--- src/rtl/gain_emu_pkg.sv ---
package gain_emu_pkg;
  localparam int RND_W = 32;

  typedef struct packed {
    logic seedLd;   // load seed (idle only)
    logic load;     // latch input count and threshold
    logic enter;    // latch stage loop count
    logic test;     // run one electron trial
  } ctrlStrobes_t;
endpackage

--- src/rtl/gain_emu_dp.sv ---
module gain_emu_dp
  import gain_emu_pkg::*;
#(
  parameter int CNT_W = 16
) (
  input  logic             clk,
  input  logic             rstN,
  input  ctrlStrobes_t     st,
  input  logic [CNT_W-1:0] inCount,
  input  logic [RND_W-1:0] threshold,
  input  logic [RND_W-1:0] seed,
  output logic [CNT_W-1:0] total,
  output logic             lastElec,
  output logic             overflow
);
  localparam logic [CNT_W-1:0] CNT_MAX = '1;

  logic [CNT_W-1:0] loopCnt;
  logic [CNT_W-1:0] idx;
  logic [RND_W-1:0] thr;
  logic [RND_W-1:0] lfsr;
  logic [RND_W-1:0] lfsrNext;
  logic             hit;

  assign lfsrNext = {lfsr[RND_W-2:0], lfsr[31] ^ lfsr[21] ^ lfsr[1] ^ lfsr[0]};
  assign hit      = lfsr < thr;
  assign lastElec = (idx == loopCnt - 1'b1);

  always_ff @(posedge clk) begin
    if (!rstN) begin
      total    <= '0;
      loopCnt  <= '0;
      idx      <= '0;
      thr      <= '0;
      lfsr     <= 32'h1;
      overflow <= 1'b0;
    end else begin
      if (st.seedLd && seed != '0) lfsr <= seed;
      if (st.load) begin
        total    <= inCount;
        thr      <= threshold;
        overflow <= 1'b0;
      end
      if (st.enter) begin
        loopCnt <= total;
        idx     <= '0;
      end
      if (st.test) begin
        lfsr <= lfsrNext;
        idx  <= idx + 1'b1;
        if (hit) begin
          if (total == CNT_MAX) overflow <= 1'b1;
          else                  total    <= total + 1'b1;
        end
      end
    end
  end
endmodule

--- src/rtl/gain_emu_ctrl.sv ---
module gain_emu_ctrl
  import gain_emu_pkg::*;
#(
  parameter int STAGES = 520,
  parameter int CNT_W  = 16
) (
  input  logic             clk,
  input  logic             rstN,
  input  logic             start,
  input  logic             seedLoad,
  input  logic [CNT_W-1:0] inCount,
  input  logic             lastElec,
  output ctrlStrobes_t     st,
  output logic             done,
  output logic             busy
);
  localparam int STG_W = $clog2(STAGES + 1);
  localparam logic [STG_W-1:0] LAST_STG = STG_W'(STAGES - 1);

  typedef enum logic [1:0] {S_IDLE, S_ENTER, S_TEST, S_FINISH} state_t;

  state_t           state, stateNext;
  logic [STG_W-1:0] stage;
  logic             idle;

  assign idle = (state == S_IDLE);
  assign busy = (state == S_ENTER) || (state == S_TEST);
  assign done = (state == S_FINISH);

  always_comb begin
    st        = '0;
    stateNext = state;
    case (state)
      S_IDLE: begin
        st.seedLd = seedLoad;
        if (start) begin
          st.load   = 1'b1;
          stateNext = (inCount == '0) ? S_FINISH : S_ENTER;
        end
      end
      S_ENTER: begin
        st.enter  = 1'b1;
        stateNext = S_TEST;
      end
      S_TEST: begin
        st.test = 1'b1;
        if (lastElec) stateNext = (stage == LAST_STG) ? S_FINISH : S_ENTER;
      end
      default: stateNext = S_IDLE;
    endcase
  end

  always_ff @(posedge clk) begin
    if (!rstN) begin
      state <= S_IDLE;
      stage <= '0;
    end else begin
      state <= stateNext;
      if (idle && start) stage <= '0;
      else if (state == S_TEST && lastElec) stage <= stage + 1'b1;
    end
  end
endmodule

--- src/rtl/avalanche_gain_emu.sv ---
module avalanche_gain_emu
  import gain_emu_pkg::*;
#(
  parameter int STAGES = 520,
  parameter int CNT_W  = 16
) (
  input  logic             clk,
  input  logic             rstN,
  input  logic             start,
  input  logic [CNT_W-1:0] inCount,
  input  logic [31:0]      threshold,
  input  logic             seedLoad,
  input  logic [31:0]      seed,
  output logic [CNT_W-1:0] outCount,
  output logic             done,
  output logic             busy,
  output logic             overflow
);
  ctrlStrobes_t st;
  logic         lastElec;

  gain_emu_ctrl #(.STAGES(STAGES), .CNT_W(CNT_W)) i_ctrl (
    .clk      (clk),
    .rstN     (rstN),
    .start    (start),
    .seedLoad (seedLoad),
    .inCount  (inCount),
    .lastElec (lastElec),
    .st       (st),
    .done     (done),
    .busy     (busy)
  );

  gain_emu_dp #(.CNT_W(CNT_W)) i_dp (
    .clk       (clk),
    .rstN      (rstN),
    .st        (st),
    .inCount   (inCount),
    .threshold (threshold),
    .seed      (seed),
    .total     (outCount),
    .lastElec  (lastElec),
    .overflow  (overflow)
  );
endmodule

--- config.mk ---
export PLATFORM = sky130hd
export DESIGN_NAME = avalanche_gain_emu
export DESIGN_NICKNAME = d
export VERILOG_FILES = /design/src/rtl/gain_emu_pkg.sv /design/src/rtl/gain_emu_dp.sv /design/src/rtl/gain_emu_ctrl.sv /design/src/rtl/avalanche_gain_emu.sv
export SDC_FILE = /design/constraint.sdc
export NUM_CORES = 1
export LEC_CHECK = 0
export ABC_AREA = 1
export BUFFER_PORTS_ARGS = -buffer_cell sky130_fd_sc_hd__buf_2
export CORE_MARGIN = 1.5
export CORE_UTILIZATION = 35
export CTS_CLUSTER_DIAMETER = 150
export DETAILED_ROUTE_END_ITERATION = 12
export GPL_ROUTABILITY_DRIVEN = 1
export PLACE_DENSITY = 0.51
export SLEW_MARGIN = 20
export SYNTH_ARGS = -nofsm -noshare
export SYNTH_HDL_FRONTEND = slang
export SYNTH_SLANG_ARGS = --single-unit
--- constraint.sdc ---
create_clock -name clk -period 3.64 [get_ports clk]
set_input_delay 0.546 -clock clk [delete_from_list [all_inputs] [get_ports clk]]
set_output_delay 0.546 -clock clk [all_outputs]
set_load 0.02 [all_outputs]
Word level (Yosys, flattened, before mapping). Cells that the tools add are included.

Logic and storage cells: 57. Output and inout port bits: 19. Input bits: 84. Register bits: 125.

Multiplexer cells: 21. Reduce and logical (&&, ||, !) cells: 11. Bitwise gates (word level): 4. Equal/unequal tests: 8. $add $sub $neg: 4. $lt $le $gt $ge: 1.

Operators by type and width (count): two-way mux 16 bit (6); two-way mux 32 bit (2); adder 16 x 1 -> 16 bit, second input constant (2); < comparator 32 bit (1); nonzero test 32 bit (1); == test 16 bit (1); == test 16 bit, second input constant (1); logical NOT 16 bit (1); subtractor 16 x 1 -> 16 bit, second input constant (1); adder 10 x 1 -> 10 bit, second input constant (1); == test 10 bit, second input constant (1); two-way mux 2 bit (5); two-way mux 1 bit (7); case mux 2 bit (3 select lines) (1); == test 2 bit, second input constant (2); nonzero test 2 bit (2); logical AND 1 bit (3); XOR 1 bit (3); == test 2 x 1 -> 1 bit, second input constant (1); logical NOT 2 bit (1); inequality test 2 x 1 -> 1 bit, second input constant (1); inequality test 2 bit, second input constant (1); AND reduction 2 bit (1); OR reduction 2 bit (1); 2 further kinds (2).

Longest topological paths before layout. Gate-level depths: netlist of run 1.

Word-level depth: 6. Mapped depth: 16. Mapped depth without buffers: 16.

Hierarchy. From an unflattened synthesis of run 1, not the netlist that was laid out.

Cell total of the unflattened synthesis: 1088. Area total of the unflattened synthesis: 7273.2 µm².

By module, submodules not included: gain_emu_dp (cells an instance 979, area each 6560.0 µm², times used 1, sequential area each 2262.2 µm²); gain_emu_ctrl (cells an instance 109, area each 713.2 µm², times used 1, sequential area each 240.2 µm²).

Worst setup path after synthesis of run 1. OpenSTA, ideal clock, no wires.

Path kind: reg-to-reg. From: reg i_dp.total[0]. To: reg i_dp.total[2]. Path buffers: 2. Required time: 3528 ps. Path slack: 1676 ps. Cell stages (with the launch flop): 13. Arrival: 1852 ps. Library setup time: 112 ps. Period minus slack after synthesis: 1964 ps. Path through: dfxtp_1 -> ha_1 -> nand2_1 -> nor2_2 -> nand4_2 -> nor3_4 -> nand4_2 -> nand2_2 -> nor2_1 -> buf_6 -> buf_6 -> nor2_2 -> nor2_1.

Longest elaborated chain between the ends: 4. Elaborated cells between the ends (all ways): 5. Classes of those cells: 1 x add/sub; 1 x eq/ne; 3 x mux.

RTL lines: from (decl) (line gain_emu_dp.sv:12) `output logic [CNT_W-1:0] total,`; from (signal assigned) (line gain_emu_dp.sv:40) `total <= inCount;`; from (signal assigned) (line gain_emu_dp.sv:53) `else total <= total + 1'b1;`; adder 16 x 1 -> 16 bit or == test 16 bit (tied branches) (line gain_emu_dp.sv:53, gain_emu_dp.sv:52); two-way mux 16 bit (*) (line gain_emu_dp.sv:52) `if (total == CNT_MAX) overflow <= 1'b1;`; two-way mux 16 bit (*) (line gain_emu_dp.sv:51) `if (hit) begin`; two-way mux 16 bit (*) (line gain_emu_dp.sv:48) `if (st.test) begin`.

Every way passes the cells marked *; elsewhere a longest branch is shown, timed or not. A chain may end at the register's enable or synchronous reset.

Worst setup path after layout of run 1.
From: reg i_dp.lfsr[31]. To: reg i_dp.total[11].

Longest elaborated chain between the ends: 3.

RTL lines: from (decl) (line gain_emu_dp.sv:21) `logic [RND_W-1:0] lfsr;`; from (signal assigned) (line gain_emu_dp.sv:49) `lfsr <= lfsrNext;`; < comparator 32 bit (line gain_emu_dp.sv:26) `assign hit = lfsr < thr;`; two-way mux 16 bit (line gain_emu_dp.sv:51); two-way mux 16 bit (line gain_emu_dp.sv:48).

Every way passes these cells.

==> run metrics, run 1 <==
HPWL after detailed placement=14000 um; post-synthesis cell type count=42; critical path endpoint category=register; initial antenna violation count=0; wire per inst=13.5 um; crit start category=register; fillcell total=2167; Post-Layout Cell Count=1435; number of setup buffers added after CTS=0; CP dominant cell by count=nand2_1; hold slack=0.388 ns; CP max FO=23; share of layout cells above drive strength 1=15.9%; Max Clk Rate=410 MHz; WS Path Type=reg -> reg; Sequential cell area=0.00250 mm2; diodes inserted=0; Worst-path clk slew=0.06 ns; vias=6750; vias in the first global route=6444; Setup Skew=0.0113 ns; Required @ worst endpoint=3.95 ns; Die Wd=146 um; vias per inst=4.70; Ports=103; Yosys top cell area share=34.7%; Placed Instances=1403; hold_sp=seed[0]; area of the multi-input gates=0.00415 mm2; Tmin final=2.44 ns; Hold-fix buffers, CTS=0; Final Setup Violations=0; Crit. Startpoint=i_dp.lfsr[31]; DIE AREA=0.0214 mm2; All-Layer GR Usage=18.9%; FF-to-FF setup slack=1.20 ns; TritonCTS Sinks=125; Syn Nets=1188; std cell rows=52; EDFF count, synth=0; Num CTS Buffers=17; reg2reg path depth=12; pin slew with the least headroom to its limit=0.934 ns; first-pass GRT wire length=32600 um; clk_lat worst skew=0.42 ns; Initial DRT Pass Iterations=4; Synth Register Bits=125; top cells by area, synth=dfxtp_1 (35%), nand2_1 (14%), o21ai_0 (7.4%); max_slew headroom=37.7%; period utilization=67.1%; number of routed nets with antenna violations=0; Syn. warnings=0; Initial DRC Count=254; Critical R2R Launch=i_dp.lfsr[31]; # nets final=1276; largest net degree at the start of global routing=101; Max Slew Vio Count=0; CTS root buffer=clkbuf_16; total core area=0.0202 mm2; Pwr Density=870 mW/mm2; Post-synth ARST share=0%; outcome=complete, no violations; CTS tree=built; Leak Pwr=3.88 nW; Final Hold Viols=0; peak supply drop=0.408 mV; Placer Congestion=0.775; CP max stage delay=0.36 ns; H-tree Lvls=4; max_cap viols=0; DIE HEIGHT=146 um; Buffers on Ports=102; slowest stage cell, crit path=buf_4; GRT overflow=0; final WL=19400 um; # resized after CTS=0; crit-path cells=ha_1, nand2_1, nor2_1, nand4_1, o21ba_1, nor2_1, nand2_1, nor2_2, buf_4, nand2_1, nand2_1, nor2_1; ys flop type=dfxtp_1; post-synth top area cell=dfxtp_1; deepest clock path buffer count=2; hold depth=3; TNS Setup=0 ns; hold endpoint=i_dp.lfsr[0]; Starting Density=35.6%; area grow syn2layout=18.5%; Syn Inst Count=1064; sequential fraction of the synthesis area=34.7%; Worst Hold Class=in -> reg; RSZ-0062 raised after global routing=false; WP data arrival=2.75 ns; DRC Markers=0; FF-to-FF End=i_dp.total[11]; mapped cell area=0.00720 mm2; syn_area_per_cell=6.77 um2
## routing by layer
layer	part of all wire [%]	vias to the layer above	track usage [%]
met3	3.3	10	3.75
met1	50	2988	25.2
met2	46	109	31.1
met5	0	-	0
met4	0.80	0	5.00
li1	-	3643	-
## sequential cells by signal, indices dropped and copies added (netlist names)
signal         flops
i_ctrl.stage      10
i_ctrl.state       2
i_dp.idx          16
i_dp.lfsr         32
i_dp.loopCnt      16
i_dp.overflow      1
i_dp.thr          32
i_dp.total        16
## how the worst max path moves through the flow
| stage | to | slack (ns) | depth (start not counted) |
|---|---|---|---|
| 2_1_floorplan | i_dp.total[2] | 1.68 | 12 |
| 3_3_place_gp | i_dp.lfsr[26] | 1.23 | 9 |
| 3_5_place_dp | i_dp.lfsr[25] | 1.16 | 9 |
| 4_1_cts | i_dp.total[11] | 1.17 | 12 |
| 5_1_grt | i_dp.total[9] | 0.89 | 14 |
| 6_report | i_dp.total[11] | 1.20 | 12 |
## report_power, final
| part | internal (mW) | switching, mW | leakage [nW] |
|---|---|---|---|
| clock | 1.03 | 0.664 | 0.276 |
| combinational | 1.22 | 2.31 | 2.58 |
| sequential | 1.81 | 0.395 | 1.03 |
| total | 4.06 | 3.37 | 3.88 |
## through the flow
stage	setup slack (ns)	util (%)	cell area [um2]	total power [mW]
floorplan	1.68	-	7200	4.84
global placement	1.23	39.3	7950	5.78
detailed placement	1.16	39.3	7950	5.80
CTS	1.17	42.2	8530	7.53
global route	0.892	42.2	8530	8.17
finish	1.20	42.2	8530	7.43
## critical path, delay by kind of cell, from the launching register on
kind / cells / cell delay [ns]
AOI/OAI and AO/OA: 1 / 0.17
adders and majority gates: 1 / 0.32
buffers and inverters: 1 / 0.36
DFF: 1 / 0.33
and+or+nand+nor: 9 / 1.13
## layout make-up
class | instances | area share [%]
tap | 270 | 3.96
multi-input combinational | 798 | 48.6
inverter | 99 | 4.36
clock inverter | 13 | 1.64
sequential | 125 | 29.3
timing repair buffer | 111 | 6.92
clock buffer | 19 | 5.19
## cell usage in the layout, fill, tap and decap left out, drive strengths merged, types with 4 or more instances in the layout
master / Yosys / final
a21oi: 84 / 84
nor3: 17 / 17
nand2: 273 / 273
clkinvlp: 0 / 4
clkinv: 0 / 5
nand4: 22 / 22
buf: 13 / 111
nor2: 156 / 156
clkbuf: 29 / 19
inv: 99 / 101
ha: 40 / 40
xnor2: 11 / 11
o21ai: 108 / 108
dfxtp: 125 / 125
nand3: 26 / 26
nor4: 14 / 14
xor2: 25 / 25
nand3b: 5 / 5
## cells by family after synthesis
kind of cell | after synthesis | synth area share (%)
AO/OA/AOI/OAI | 202 | 14.5
XOR/XNOR | 36 | 4.38
adder cells (fa/ha/maj) | 40 | 6.95
buffers and inverters | 141 | 7.80
AND/OR/NAND/NOR | 520 | 31.7
flip-flops | 125 | 34.7
## cells in the mapped netlist, drive strengths merged (11+ instances only)
cell / instances
nand3: 26
buf: 13
nor3: 17
ha: 40
nor2: 156
nor4: 14
o21ai: 108
nand2: 273
xor2: 25
inv: 99
a21oi: 84
dfxtp: 125
nand4: 22
clkbuf: 29
xnor2: 11
(Power assumes the default switching activity.)
==> run 2: changes to the inputs <==
==> constraint.sdc (replaced) <==
create_clock -name clk -period 2.56 [get_ports clk]
set_input_delay 0.384 -clock clk [delete_from_list [all_inputs] [get_ports clk]]
set_output_delay 0.384 -clock clk [all_outputs]
set_load 0.02 [all_outputs]
==> run metrics, run 2 (synthesized netlist as in run 1, its figures left out) <==
final WL=19500 um (+0.54%); FF-to-FF End=i_dp.total[10]; reg2reg path depth=14 (+2); area grow syn2layout=19.7%; Placed Instances=1412 (+0.64%); Placer Congestion=0.820 (+5.9%); Final Hold Viols=0 (unchanged); crit start category=register; initial antenna violation count=0 (unchanged); deepest clock path buffer count=2 (unchanged); sw frac=44.2% (-1.1 points); Ports=103 (unchanged); clock network fraction of total power=23.2% (+0.4 points); Setup Skew=0.00931 ns (-0.00202 ns); Buffers on Ports=102 (unchanged); CP max FO=17 (-26%); Final Setup Violations=0 (unchanged); Max Clk Rate=458 MHz (+12%); critical path endpoint category=register; Worst Hold Class=in -> reg; Switch Pwr=4.74 mW (+41%); TNS Setup=0 ns (unchanged); Die Wd=146 um (unchanged); Pwr Density=1240 mW/mm2 (+43%); number of setup buffers added after CTS=0 (unchanged); Required @ worst endpoint=2.87 ns (-1.08 ns); Hold-fix buffers, CTS=0 (unchanged); biggest regs=i_dp.lfsr (32), i_dp.thr (32); wire per inst=13.5 um (about the same); period utilization=85.2% (+18 points); Pint=5.98 mW (+47%); Comb pwr share=47.7% (+0.2 points); DIE AREA=0.0214 mm2 (unchanged); Setup crit end=i_dp.total[10]; Tmin final=2.18 ns (-0.260 ns); CTS root buffer=clkbuf_16; Max Slew Vio Count=0 (unchanged); diodes inserted=0 (unchanged); number of routed nets with antenna violations=0 (unchanged); DRC Markers=0 (unchanged); clk_lat worst skew=0.42 ns (about the same); max_slew headroom=47.1% (+9.4 points); share of layout cells above drive strength 1=16.5% (+0.66 points); Initial DRC Count=312 (+23%); TritonCTS Sinks=125 (unchanged); CTS tree=built; Leak Pwr=3.95 nW (+1.7%); All-Layer GR Usage=18.9% (about the same); commonest cells after routing, fill and taps aside=nand2_1 (267), nor2_1 (133), dfxtp_1 (125); Sequential Power Share=29.1% (-0.6 points); WS Path Type=reg -> reg; pin slew with the least headroom to its limit=0.793 ns (-0.141 ns); # resized after CTS=0 (unchanged); std cell rows=52 (unchanged); fillcell total=2166 (-0.046%); vias=6823 (+1.1%); fin util=42.6% (+0.46 points); DIE HEIGHT=146 um (unchanged); first-pass GRT wire length=32500 um (-0.21%); HPWL after detailed placement=14200 um (+2.0%); Initial DRT Pass Iterations=5 (+1); # nets final=1285 (+0.71%); Crit. Startpoint=i_dp.lfsr[1]; H-tree Lvls=4 (unchanged); total core area=0.0202 mm2 (unchanged); FF-to-FF setup slack=0.38 ns (-0.82 ns); Starting Density=35.6% (unchanged); Worst-path clk slew=0.06 ns (about the same); vias in the first global route=6453 (+0.14%); outcome=complete, no violations; Pwr Total=10.7 mW (+44%); Critical R2R Launch=i_dp.lfsr[1]; WP data arrival=2.49 ns (-0.26 ns); vias per inst=4.73 (+0.52%); RSZ-0062 raised after global routing=false; peak supply drop=0.655 mV (+60%); max_cap viols=0 (unchanged); Num CTS Buffers=17 (unchanged); GRT overflow=0 (unchanged); most common cell after layout, fill and taps aside=nand2_1; largest net degree at the start of global routing=79 (-22%); Post-Layout Cell Count=1443 (+0.56%)
[run 2: cell count changes in the layout (fill, tap and decap cells not counted)]
cell and change:
clkinv_4 -1, inv_6 -2, buf_4 +9, clkinvlp_4 -1, clkbuf_1 -1, clkinv_2 +1, bufinv_16 +1, clkbuf_8 +2
[run 2: worst min-delay path by stage]
stage	cells after the start	end	start
detailed placement	2	i_dp.thr[27]	i_dp.thr[27]
global placement	2	i_dp.thr[27]	i_dp.thr[27]
CTS	3	i_dp.lfsr[0]	seed[0]
finish	3	i_dp.lfsr[0]	seed[0]
global route	3	i_dp.lfsr[0]	seed[0]
floorplan	2	i_dp.thr[10]	i_dp.thr[10]
[run 2: routing by layer]
metal,track usage [%],part of all wire (%),vias up
met5,0,0,-
met3,3.41,3.7,13
li1,-,-,3656
met4,5.25,0.88,0
met2,30.7,45,112
met1,25.7,50,3042
[run 2: final cells by class]
| cell class | count | area (um2) | share of cell area, % |
|---|---|---|---|
| multi-input cells | 798 | 4150 | 48.1 |
| flip-flops and latches | 125 | 2500 | 29.0 |
| repair buffers | 120 | 658 | 7.63 |
| clock buffers | 20 | 467 | 5.41 |
| inverters | 99 | 372 | 4.31 |
| well taps | 270 | 338 | 3.92 |
| clock inverters | 11 | 141 | 1.64 |
[run 2: critical path: stages (launching register included)]
cell	delay, ns
dfxtp_1	0.39
ha_1	0.25
a21oi_1	0.19
o21ai_0	0.11
nand2_1	0.07
nand2_1	0.09
nand2_1	0.07
nand2_1	0.06
nand2_1	0.08
nand2_1	0.16
nor2_2	0.15
buf_4	0.25
nand2_1	0.08
nand2_1	0.06
nor2_1	0.05
[run 2: power groups by stage]
stage	clock network, mW	registers, mW	logic [mW]
3_3_place_gp	0	3.18	5.10
2_1_floorplan	0	3.14	3.73
5_1_grt	2.64	3.21	5.91
4_1_cts	2.55	3.13	5.18
6_report	2.49	3.12	5.12
3_5_place_dp	0	3.16	5.14
[run 2: through the flow]
step | worst slack (ns) | area (um2) | hold slack (ns)
floorplan | 0.596 | 7200 | 0.433
global placement | 0.377 | 8020 | 0.446
detailed placement | 0.342 | 8020 | 0.453
CTS | 0.370 | 8620 | 0.206
global route | 0.125 | 8620 | 0.238
finish | 0.379 | 8620 | 0.231
